===== src/rtl/pwm_pair_pkg.sv =====
package pwm_pair_pkg;
  typedef enum logic {SL_IDLE, SL_RUN} slave_st_e;
endpackage


===== src/rtl/pwm_pair_shadow.sv =====
module pwm_pair_shadow #(
  parameter int W = 8
) (
  input  logic         clk,
  input  logic         rst,
  input  logic         cfg_wr,
  input  logic [W-1:0] period_in,
  input  logic [W-1:0] phase_in,
  input  logic [W-1:0] duty_in,
  output logic [W-1:0] sh_per,
  output logic [W-1:0] sh_ph,
  output logic [W-1:0] sh_duty
);
  always_ff @(posedge clk) begin
    if (rst) begin
      sh_per  <= '0;
      sh_ph   <= '0;
      sh_duty <= '0;
    end else if (cfg_wr) begin
      sh_per  <= period_in;
      sh_ph   <= phase_in;
      sh_duty <= duty_in;
    end
  end
endmodule


===== src/rtl/pwm_pair_master.sv =====
module pwm_pair_master #(
  parameter int W = 8
) (
  input  logic         clk,
  input  logic         rst,
  input  logic         en,
  input  logic [W-1:0] sh_per,
  input  logic [W-1:0] sh_ph,
  input  logic [W-1:0] sh_duty,
  output logic [W-1:0] m_cnt,
  output logic [W-1:0] per_act,
  output logic [W-1:0] ph_act,
  output logic [W-1:0] duty_act,
  output logic         trig
);
  localparam logic [W-1:0] ONE = W'(1);

  logic wrap;
  logic hit;

  assign wrap = (m_cnt == per_act);
  // compare output rises only when phase lies inside the count range
  assign hit  = (m_cnt == ph_act) && (ph_act < per_act);

  always_ff @(posedge clk) begin
    if (rst) begin
      m_cnt    <= '0;
      per_act  <= '0;
      ph_act   <= '0;
      duty_act <= '0;
      trig     <= 1'b0;
    end else if (!en) begin
      m_cnt    <= '0;
      per_act  <= sh_per;
      ph_act   <= sh_ph;
      duty_act <= sh_duty;
      trig     <= 1'b0;
    end else begin
      trig <= hit;
      if (wrap) begin
        m_cnt    <= '0;
        per_act  <= sh_per;
        ph_act   <= sh_ph;
        duty_act <= sh_duty;
      end else begin
        m_cnt <= m_cnt + ONE;
      end
    end
  end
endmodule


===== src/rtl/pwm_pair_slave.sv =====
module pwm_pair_slave
  import pwm_pair_pkg::*;
#(
  parameter int W = 8
) (
  input  logic         clk,
  input  logic         rst,
  input  logic         en,
  input  logic         trig,
  input  logic         pol,
  input  logic [W-1:0] per_act,
  input  logic [W-1:0] duty_act,
  output logic [W-1:0] s_cnt,
  output logic [W-1:0] s_per,
  output logic         s_running,
  output logic         pwm_q
);
  localparam logic [W-1:0] ONE = W'(1);

  slave_st_e    st;
  logic [W-1:0] s_duty;
  logic         lvl;

  assign s_running = (st == SL_RUN);
  assign lvl       = s_running && (s_cnt >= s_duty);

  always_ff @(posedge clk) begin
    if (rst) begin
      st     <= SL_IDLE;
      s_cnt  <= '0;
      s_per  <= '0;
      s_duty <= '0;
    end else if (!en) begin
      st    <= SL_IDLE;
      s_cnt <= '0;
    end else if (trig) begin
      st     <= SL_RUN;
      s_cnt  <= '0;
      s_per  <= per_act;
      s_duty <= duty_act;
    end else if (st == SL_RUN) begin
      if (s_cnt == s_per) st <= SL_IDLE;
      else                s_cnt <= s_cnt + ONE;
    end
  end

  always_ff @(posedge clk) begin
    if (rst) pwm_q <= 1'b0;
    else     pwm_q <= pol ^ lvl;
  end
endmodule


===== src/rtl/pwm_pair.sv =====
module pwm_pair #(
  parameter int CNT_W = 8
) (
  input  logic             clk,
  input  logic             rst,
  input  logic             en,
  input  logic             cfg_wr,
  input  logic [CNT_W-1:0] period_in,
  input  logic [CNT_W-1:0] phase_in,
  input  logic [CNT_W-1:0] duty_in,
  input  logic             pol,
  output logic             pwm_out,
  output logic             trig_out
);
  logic [CNT_W-1:0] sh_per, sh_ph, sh_duty;
  logic [CNT_W-1:0] m_cnt, per_act, ph_act, duty_act;
  logic [CNT_W-1:0] s_cnt, s_per;
  logic             s_running;
  logic             trig;

  pwm_pair_shadow #(.W(CNT_W)) u_shadow (
    .clk(clk), .rst(rst), .cfg_wr(cfg_wr),
    .period_in(period_in), .phase_in(phase_in), .duty_in(duty_in),
    .sh_per(sh_per), .sh_ph(sh_ph), .sh_duty(sh_duty)
  );

  pwm_pair_master #(.W(CNT_W)) u_master (
    .clk(clk), .rst(rst), .en(en),
    .sh_per(sh_per), .sh_ph(sh_ph), .sh_duty(sh_duty),
    .m_cnt(m_cnt), .per_act(per_act), .ph_act(ph_act), .duty_act(duty_act),
    .trig(trig)
  );

  pwm_pair_slave #(.W(CNT_W)) u_slave (
    .clk(clk), .rst(rst), .en(en), .trig(trig), .pol(pol),
    .per_act(per_act), .duty_act(duty_act),
    .s_cnt(s_cnt), .s_per(s_per), .s_running(s_running), .pwm_q(pwm_out)
  );

  assign trig_out = trig;
endmodule


===== config.mk =====
export PLATFORM = sky130hd
export DESIGN_NAME = pwm_pair
export DESIGN_NICKNAME = d
export VERILOG_FILES = /design/src/rtl/pwm_pair_pkg.sv /design/src/rtl/pwm_pair_shadow.sv /design/src/rtl/pwm_pair_master.sv /design/src/rtl/pwm_pair_slave.sv /design/src/rtl/pwm_pair.sv
export SDC_FILE = /design/constraint.sdc
export NUM_CORES = 1
export LEC_CHECK = 0
export BUFFER_PORTS_ARGS = -buffer_cell sky130_fd_sc_hd__buf_2
export CAP_MARGIN = 15
export CELL_PAD_IN_SITES_DETAIL_PLACEMENT = 0
export CELL_PAD_IN_SITES_GLOBAL_PLACEMENT = 2
export CORE_ASPECT_RATIO = 0.8
export CORE_MARGIN = 2
export CORE_UTILIZATION = 35
export CTS_BUF_LIST = sky130_fd_sc_hd__clkbuf_4
export CTS_CLUSTER_DIAMETER = 100
export DETAILED_ROUTE_END_ITERATION = 16
export PLACE_DENSITY_LB_ADDON = 0.1
export SYNTH_ARGS = -nofsm -noshare
export SYNTH_HDL_FRONTEND = slang
export SYNTH_SLANG_ARGS = --single-unit

===== constraint.sdc =====
create_clock -name clk -period 3.8 [get_ports clk]
set_input_delay 0.57 -clock clk [delete_from_list [all_inputs] [get_ports clk]]
set_output_delay 0.57 -clock clk [all_outputs]
set_load 0.005 [all_outputs]

==> impl_metrics.ini <==
[status]
outcome = complete, no violations

[worst_setup_path]
worst-path-buf-inv = 0
worstPathCellList = xnor2_1 -> nand4_1 -> o21ai_4 -> or2_1 -> nor2_1
criticalPathCategory = flop to flop
rrSetupSlack_ps = 1520
r2r_cells = 5
worst_path_largest_cell_delay_ps = 910
cp_top_family = compound AO/OA/AOI/OAI gates
required_ps = 4130
cp.arrival_ps = 2620
end_kind = flop
crit_path_max_fanout = 25
worst_setup_path_start_kind = flop
r2r-end = u_master.m_cnt[4]$_SDFF_PP0_
regToRegStartpoint = u_master.m_cnt[4]$_SDFF_PP0_
cpMaxStageDelayCell = o21ai_4

[sta]
slew_headroom = 0.268
layout_min_cycle_time_ps = 2280
rsz0062_at_grt = false
whs_ps = 355
tns_ps = 0
setup_violations = 0
hold_violations = 0
max_freq_ghz = 0.438
clock_skew_ps = 10.5
worstMarginPinSlew_ps = 1090
maxSlewViolCount = 0
fin_crit_sh = 0.601

[global_route]
grt.overflow.total = 0
grt_pass1_vias = 2437
track_usage = 0.147
grt_pass1_wl_mm = 13.0
grt_max_degree = 49
antenna_found_initial = 0

[logic_synthesis]
avgSynthCellArea_um2 = 9.31
yosysSeqAreaShare = 0.447
syn_nets = 445
syn-cell-area_um2 = 3710
ys_types = 34
synthArstFlopShare = 0
syn_inst = 399
synthFlopType = dfxtp_1
synth-edff-count = 0
yosysWarnings = 0
postSynthRegisterBits = 83

[min_path]
hold_start = period_in[3]
min_path_cells = 3
hold_class = primary input to flop
min_to = u_shadow.sh_per[3]$_SDFFE_PP0P_

[floorplan]
die_h_um = 96.1
start_util = 0.361
ioPinCount = 31
design.core.area_um2 = 10300
die_area_um2 = 11500
std_cell_rows = 33
die_x_um = 119

[placed_design]
globalplace.congestion = 0.728
dpl_cell_area_um2 = 3920
dpl.hpwl_mm = 5.46
port_buffers = 30

[layout]
area_growth_pct = 9.74
final_area_um2 = 4080
nNetsFinal = 467
diodes = 0
drive_above_1_share = 0.115
fin_util = 0.396
fillers = 1058

[cts]
numCtsBuffers = 9
post_cts_buffers = 0
clock_sinks = 83
post_cts_resized = 0
cts_tree = built
root_buffer = clkbuf_4
clkSlewWorstSetupHoldPaths_ps = 130
cts.path.max_buffers = 2
h-tree-depth = 3
clkLatencyLatePin_ps = 440
cts_hold_buffers = 0

[route]
detail-route-antenna-nets = 0
wire_per_inst_um = 13.6
route.vias.total = 2553
drc = 0
drt_pass1_iterations = 4
drt_wl_total_mm = 7.70
drt_first_iter_violations = 96
vias_per_cell = 4.52

[power_and_ir_drop]
leakage_uw = 0.00177
power.density_nw_per_um2 = 418
peakVddDrop_v = 0.000167

[job]
cap_violations = 0
-- layout by cell type (no fill, tap or decap), types with 2 or more instances in the layout --
cell / instances
a21o_1: 2
a21oi_1: 26
and3_1: 3
buf_2: 30
bufinv_16: 2
clkbuf_4: 9
dfxtp_1: 83
ha_1: 17
inv_1: 17
inv_6: 2
mux2i_1: 50
nand2_1: 44
nand2b_1: 3
nand3_1: 7
nand4_1: 8
nor2_1: 66
o21ai_0: 2
xnor2_1: 21
xor2_1: 16
-- metal layers --
| metal | vias to the layer above | wire length, um | part of all wire | GRT usage |
|---|---|---|---|---|
| met5 | - | 0 | 0 | 0 |
| met4 | 0 | 112 | 0.015 | 0.0506 |
| met3 | 8 | 244 | 0.032 | 0.0444 |
| met2 | 31 | 2800 | 0.36 | 0.199 |
| met1 | 1149 | 4550 | 0.59 | 0.218 |
| li1 | 1365 | - | - | - |
-- layout make-up --
class | count | area, um^2 | share of cell area
timing repair buffer | 31 | 158 | 0.0387
tap | 140 | 175 | 0.0430
inverter | 17 | 63.8 | 0.0157
multi-input combinational | 279 | 1860 | 0.457
clock buffer | 9 | 67.6 | 0.0166
sequential | 83 | 1660 | 0.408
clock inverter | 6 | 88.8 | 0.0218
-- registers in the layout, summed over array words and instances, names as in the netlist --
name and cells:
u_shadow.sh_per 8, u_master.ph_act 8, u_slave.s_running 1, u_slave.pwm_q 1
u_master.per_act 8, u_shadow.sh_ph 8, u_slave.s_duty 8, u_shadow.sh_duty 8
u_master.duty_act 8, u_master.trig 1, u_master.m_cnt 8, u_slave.s_per 8
u_slave.s_cnt 8
-- worst register-to-register path, stage by stage, from the launching register on --
cell	delay (ps)
dfxtp_1	480
xnor2_1	150
nand4_1	190
o21ai_4	910
or2_1	370
nor2_1	90
-- how the worst max path moves through the flow --
| stage | start | to | slack (ps) | cells after the start |
|---|---|---|---|---|
| detailed placement | u_master.m_cnt[4]$_SDFF_PP0_ | u_master.m_cnt[4]$_SDFF_PP0_ | 1510 | 5 |
| floorplan | u_master.m_cnt[3]$_SDFF_PP0_ | u_master.per_act[4]$_SDFFE_PP0P_ | 2280 | 6 |
| CTS | u_master.m_cnt[4]$_SDFF_PP0_ | u_master.m_cnt[4]$_SDFF_PP0_ | 1480 | 5 |
| finish | u_master.m_cnt[4]$_SDFF_PP0_ | u_master.m_cnt[4]$_SDFF_PP0_ | 1520 | 5 |
| global route | u_master.m_cnt[4]$_SDFF_PP0_ | u_master.m_cnt[4]$_SDFF_PP0_ | 1350 | 5 |
| global placement | u_master.per_act[5]$_SDFFE_PP0P_ | u_master.m_cnt[4]$_SDFF_PP0_ | 1530 | 5 |
-- synth_stat cells, types with 2 or more instances --
cell / instances / area share
dfxtp_1: 83 / 0.45
nor2_1: 66 / 0.067
mux2i_1: 50 / 0.13
nand2_1: 44 / 0.044
a21oi_1: 26 / 0.035
xnor2_1: 21 / 0.050
ha_1: 17 / 0.057
inv_1: 17 / 0.017
xor2_1: 16 / 0.038
clkbuf_1: 11 / 0.011
nand4_1: 8 / 0.013
nand3_1: 7 / 0.0094
buf_2: 4 / 0.0054
and3_1: 3 / 0.0051
nand2b_1: 3 / 0.0051
a21o_1: 2 / 0.0040
buf_12: 2 / 0.011
buf_6: 2 / 0.0061
o21ai_0: 2 / 0.0027
-- report_power, final --
part	internal (uW)	leakage [uW]	switching, uW	total, uW
Sequential	904	0.000676	30.3	935
Combinational	86.1	0.00102	102	188
Clock	266	0.0000805	315	581
Total	1260	0.00177	447	1700
-- per-stage QoR --
step | power (uW) | cells | setup slack, ps
2_1_floorplan | 1100 | 399 | 2280
3_3_place_gp | 1140 | 550 | 1530
3_5_place_dp | 1150 | 550 | 1510
4_1_cts | 1730 | 565 | 1480
5_1_grt | 1790 | 565 | 1350
6_report | 1700 | 565 | 1520
-- kinds of logic (layout without fill, tap and decap cells) --
family                   after synthesis  after routing  synth area share
XOR/XNOR                              37             37            0.0873
multiplexers                          50             50             0.135
buffers and inverters                 37             63            0.0515
AND/OR/NAND/NOR                      139            139             0.164
AO/OA/AOI/OAI                         36             36            0.0580
adder cells (fa/ha/maj)               17             17            0.0573
flip-flops                            83             83             0.447
No activity file was read; power rests on OpenSTA's default activity.
